**src/rtl/spi_shift_engine.sv**
```systemverilog
`timescale 1ns/1ps
module spi_shift_engine #(
  parameter int DIV_W    = 14,
  parameter int WORD_W   = 16,
  parameter int NARROW_W = 8
) (
  input  logic              clk,
  input  logic              rst_n,
  input  logic              cfg_enable,
  input  logic              cfg_soft_reset,
  input  logic              cfg_duplex,
  input  logic [DIV_W-1:0]  cfg_divisor,
  input  logic              cfg_clk_idle_low,
  input  logic              cfg_early_data,
  input  logic              cfg_lsb_first,
  input  logic              cfg_wide,
  input  logic              cfg_target,
  input  logic              cfg_sel_enable,
  input  logic              cfg_sel_high,
  input  logic              tx_valid,
  output logic              tx_ready,
  input  logic [WORD_W-1:0] tx_data,
  output logic              rx_valid,
  output logic [WORD_W-1:0] rx_data,
  output logic              sclk_o,
  input  logic              sclk_i,
  input  logic              sel_i,
  output logic              sdo,
  input  logic              sdi,
  output logic              busy
);
  localparam int CW = $clog2(2 * WORD_W);
  localparam int IW = $clog2(WORD_W);

  typedef enum logic [1:0] {S_IDLE, S_ARMED, S_SHIFT} state_t;

  state_t            state;
  logic [DIV_W-1:0]  hc;
  logic [CW-1:0]     ec;
  logic [WORD_W-1:0] word, rx_sr;
  logic              sclk_q, sdo_q, rxv_q;
  logic [2:0]        sck_q;
  logic [1:0]        sel_q;

  wire              cpol      = ~cfg_clk_idle_low;
  wire [CW:0]       nbits     = cfg_wide ? (CW+1)'(WORD_W) : (CW+1)'(NARROW_W);
  wire [CW-1:0]     last_edge = CW'(2 * int'(nbits) - 1);
  wire [IW-1:0]     k         = ec[CW-1:1];
  wire              lead      = ~ec[0];
  wire [DIV_W-1:0]  div_eff   = (cfg_divisor == '0) ? DIV_W'(1) : cfg_divisor;
  wire              sel_ok    = ~cfg_sel_enable | (sel_q[1] == cfg_sel_high);
  wire              host_tick = ~cfg_target && (state == S_SHIFT) && (hc == div_eff - 1'b1);
  wire              ext_edge  = cfg_target && sel_ok && (state != S_IDLE) && (sck_q[1] != sck_q[2]);
  wire              edge_now  = host_tick | ext_edge;
  wire              may_take  = (state == S_IDLE) && cfg_enable && ~cfg_soft_reset && (~cfg_target | sel_ok);
  wire              start     = may_take && (~cfg_duplex | tx_valid);
  wire [WORD_W-1:0] load_word = cfg_duplex ? tx_data : '1;
  wire              samp      = cfg_early_data ? lead : ~lead;
  wire              emit      = cfg_early_data ? (~lead && (int'(k) + 1 < int'(nbits))) : lead;

  function automatic logic [IW-1:0] bit_pos(input int kk);
    return IW'(cfg_lsb_first ? kk : int'(nbits) - 1 - kk);
  endfunction

  assign tx_ready = may_take && cfg_duplex;
  assign busy     = (state == S_SHIFT);
  assign sclk_o   = (busy && ~cfg_target) ? sclk_q : cpol;
  assign sdo      = sdo_q;
  assign rx_valid = rxv_q;
  assign rx_data  = rx_sr;

  always_ff @(posedge clk or negedge rst_n) begin
    if (!rst_n) begin
      sck_q <= '0;
      sel_q <= '0;
    end else begin
      sck_q <= {sck_q[1:0], sclk_i};
      sel_q <= {sel_q[0], sel_i};
    end
  end

  always_ff @(posedge clk or negedge rst_n) begin
    if (!rst_n) begin
      state  <= S_IDLE;
      hc     <= '0;
      ec     <= '0;
      word   <= '0;
      rx_sr  <= '0;
      sclk_q <= 1'b0;
      sdo_q  <= 1'b1;
      rxv_q  <= 1'b0;
    end else if (cfg_soft_reset) begin
      state <= S_IDLE;
      hc    <= '0;
      ec    <= '0;
      rxv_q <= 1'b0;
    end else begin
      rxv_q <= 1'b0;
      if (state == S_IDLE) begin
        if (start) begin
          word   <= load_word;
          rx_sr  <= '0;
          ec     <= '0;
          hc     <= '0;
          sclk_q <= cpol;
          sdo_q  <= load_word[bit_pos(0)];
          state  <= cfg_target ? S_ARMED : S_SHIFT;
        end
      end else if (cfg_target && !sel_ok) begin
        state <= S_IDLE;
        ec    <= '0;
      end else if (state == S_ARMED && !cfg_enable) begin
        state <= S_IDLE;
      end else begin
        if (!cfg_target) hc <= host_tick ? '0 : hc + 1'b1;
        if (edge_now) begin
          state <= S_SHIFT;
          if (!cfg_target) sclk_q <= ~sclk_q;
          if (samp) rx_sr[bit_pos(int'(k))] <= sdi;
          if (emit) sdo_q <= word[bit_pos(cfg_early_data ? int'(k) + 1 : int'(k))];
          if (ec == last_edge) begin
            state <= S_IDLE;
            rxv_q <= 1'b1;
            ec    <= '0;
          end else begin
            ec <= ec + 1'b1;
          end
        end
      end
    end
  end

  a_r9_soft_reset_idles: assert property (@(posedge clk) disable iff (!rst_n)
    cfg_soft_reset |=> (!busy && !rx_valid));

  a_r12_strobe_after_word: assert property (@(posedge clk) disable iff (!rst_n)
    rx_valid |-> $past(busy));

  a_r6_rxonly_ones: assert property (@(posedge clk) disable iff (!rst_n)
    (busy && !cfg_duplex) |-> sdo);

  a_r7_no_start_when_empty: assert property (@(posedge clk) disable iff (!rst_n)
    (!cfg_target && !busy && cfg_duplex && !tx_valid) |=> !busy);

  a_r8_disabled_stays_idle: assert property (@(posedge clk) disable iff (!rst_n)
    (!cfg_enable && !busy) |=> !busy);

  a_r11_select_blocks: assert property (@(posedge clk) disable iff (!rst_n)
    (cfg_target && cfg_sel_enable && (sel_q[1] != cfg_sel_high)) |=> !busy);
endmodule

```
**config.mk**
```make
export PLATFORM = sky130hd
export DESIGN_NAME = spi_shift_engine
export DESIGN_NICKNAME = d
export VERILOG_FILES = /design/src/rtl/spi_shift_engine.sv
export SDC_FILE = /design/constraint.sdc
export NUM_CORES = 1
export LEC_CHECK = 0
export ABC_AREA = 1
export BUFFER_PORTS_ARGS = -buffer_cell sky130_fd_sc_hd__buf_2
export CAP_MARGIN = 10
export CORE_ASPECT_RATIO = 1.1
export CORE_MARGIN = 2
export CORE_UTILIZATION = 35
export CTS_CLUSTER_DIAMETER = 40
export DETAILED_ROUTE_END_ITERATION = 8
export PLACE_DENSITY = 0.61
export RECOVER_POWER = 100
export SLEW_MARGIN = 30
export SYNTH_ARGS = -nofsm -noshare
export SYNTH_HDL_FRONTEND = slang
export SYNTH_SLANG_ARGS = --single-unit
```
**constraint.sdc**
```tcl
create_clock -name clk -period 2.8 [get_ports clk]
set_input_delay 0.84 -clock clk [delete_from_list [all_inputs] [get_ports clk]]
set_output_delay 0.84 -clock clk [all_outputs]
set_load 0.005 [all_outputs]
```
==> metrics <==
hold violation count in the final report=0; die width=110 um; final setup fails=0; DR DRC count=0; CP Launch Type=input pin; slew margin rel.=19.1%; Pre-antenna DRT Iters=5; crit end category=register; top cells by area, synth=dfrtp_1, nand2_1, o21ai_0; Hold Slack=354 ps; Mapped Avg Cell Area=7.14 um2; Yosys cell types=47; WS Path Type=in2reg; Die ar.=13200 um2; Mapped Cells=605; Final period util=97.8%; Syn-to-layout area delta=29.2%; post-synth top area share=34.8%; largest net degree at the start of global routing=24; Worst Skew=9.46 ps; num ports=67; ys flop type=dfrtp_1; Iter 0 DRT Violations=310; Clock transition at path regs=50 ps; critical path data required time=3020 ps; post-DP HPWL=8.82 mm; routed length per instance=13.8 um; Peak supply drop=408 uV; Worst Max-Slew Pin Slew=1210 ps; Sequential Power Share=29.4%; Sw Share=41.4%; gr usage total=18.6%; R2R setup slack=350 ps; internal power=0.00251 W; Final nets=762; Clk pwr share=26.3%; I/O Buffers=66; Final min period=2740 ps; Seq/Total Area, Yosys=35.4%; total grt overflow=0; vias in the first global route=4335; unrepaired setup endpoints after global routing=true; Post-Syn Area=4320 um2; leakage power=2.76 nW; Psw=0.00177 W; Via density=5.14; H-tree depth=3; Die Height=120 um; clk_lat worst skew=330 ps; syn_nets=656; fin. max-slew vios=0; fillers=1217; RD Place Congestion=0.869; Async S/R FF share, synth=100%; CTS tree=yes; CTS root buf=clkbuf_16; final WL=12.0 mm; Core Area=12000 um2; Clock Sinks=61; fin area=5580 um2; TritonCTS Buffers=9; initial antenna violation count=0; share of cells above drive strength 1=22.8%; combinational share of power=44.3%; WP data arrival=2960 ps; PwrDens=767 nW/um2; placed instance area=5060 um2; #FFs+latches synth=61; Post-synth EDFFs=0; warning count from the yosys run=0; CTS max path bufs=2; worst min-delay path category=reg2reg; Rows=42; max cap viols=0; Post-DRT Antenna Nets=0; CP Max Fanout=6; first-pass GRT wire length=19.5 mm; routed via count=4474; Yosys top cell by area=dfrtp_1; Initial Util=35.9%; fmax=365 MHz; Inserted Diodes=0; status=complete, no violations
[final cells by class]
class	count	area [um2]	share of cell area, %
Multi-Input combinational cell	462	2630	47.1
Tap cell	154	193	3.46
Timing Repair Buffer	108	668	12.0
Sequential cell	61	1530	27.4
Clock buffer	14	264	4.73
Inverter	69	264	4.73
Clock inverter	2	35.0	0.628
[registers in the layout, summed over array words and instances (netlist names)]
signal,count
sdo,1
hc,14
sel_q,2
sck_q,3
sclk_q,1
ec,5
word,16
state,2
rx_data,16
rx_valid,1
[metal layers]
metal	part of all wire, %	global-route usage, %
met2	50	32.2
met5	0	0
met4	2.8	7.44
met1	42	22.5
met3	5.1	3.13
[power groups by stage]
stage               sequential (W)  combinational, W  clock [W]
floorplan                  0.00123           0.00118          0
global placement           0.00126           0.00164          0
detailed placement         0.00127           0.00168          0
CTS                        0.00126           0.00169    0.00114
global route               0.00129           0.00212    0.00119
finish                     0.00126           0.00190    0.00112
[through the flow]
stage	cells	TNS (ps)	power (W)	util, %	setup slack [ps]
floorplan	605	-48.4	0.00242	-	-6.97
global placement	845	-6760	0.00291	42.1	-231
detailed placement	845	-7860	0.00295	42.1	-270
CTS	861	0	0.00409	44.5	59.4
global route	870	-1600	0.00460	46.3	-106
finish	870	0	0.00428	46.3	61.7
[critical path: stages]
cell     delay, ps
buf_2          110
nor2_2         100
nand2_1         60
nor2_2         130
nand2_4         70
nand2_4         70
inv_4           40
ha_4           160
nand2_4         80
nor2_4          50
nand2_1         70
nand2_1         50
nand2_1         60
nand2_1         50
nor2_1          80
nand2_1         60
nor2_2          90
nand2_2         70
nor2_4         100
nand2_4        120
nand3_4        140
buf_12         140
nand2_8         60
nand2_1         90
o21ai_1         60
[cells in the final DEF, fill, tap and decap left out, drive strengths merged]
cell type,count
o21bai,1
a32oi,1
xor2,21
a32o,2
o2111ai,1
bufinv,1
a211o,1
a21oi,10
nor2,89
xnor3,1
clkinv,2
dfstp,1
nand4,40
o21ai,71
nand2,160
a211oi,2
nor3,7
o22ai,2
o31ai,1
or4,1
or2,1
buf,94
xnor2,6
o211ai,6
nand3b,2
clkbuf,28
dfrtp,60
ha,5
nor4,1
mux2i,1
nand3,29
inv,68
[synthesized netlist by cell type, types with 4 or more instances]
library cell / number
nor2_1: 79
xnor2_1: 6
nand2_1: 147
o21ai_0: 63
o21ai_1: 8
clkbuf_1: 7
inv_1: 63
nor2_2: 5
nand2_2: 5
nor3_1: 6
o211ai_1: 6
inv_2: 4
ha_1: 5
a21oi_1: 10
nor2_4: 4
nand2_4: 6
nand3_1: 24
nand4_1: 38
dfrtp_1: 60
xor2_1: 21
buf_2: 7
[path summary, 6_finish.rpt]
kind | from | endpoint | depth (start not counted)
max | cfg_divisor[13] | ec[1] | 25
min | sel_q[0] | sel_q[1] | 0
max in group asynchronous | rst_n | word[13] | 2
max reg2reg | state[1] | rx_data[1] | 11
min reg2reg | sel_q[0] | sel_q[1] | 0
min in group asynchronous | rst_n | rx_data[2] | 1
[cells by family after synthesis]
group	Yosys count	synth area share [%]
adder cells (fa/ha/maj)	5	1.45
flip-flops	61	35.4
AND/OR/NAND/NOR	326	35.8
buffers and inverters	86	8.26
XOR/XNOR	28	6.00
multiplexers	1	0.232
AO/OA/AOI/OAI	98	12.9
[what timing repair did]
action                                  4_1_cts  5_1_grt
setup buffers                                 0        5
resized for setup                             0       36
endpoints found under the setup margin        0       36
hold buffers                                  0        0
No activity file was read; power rests on OpenSTA's default activity.
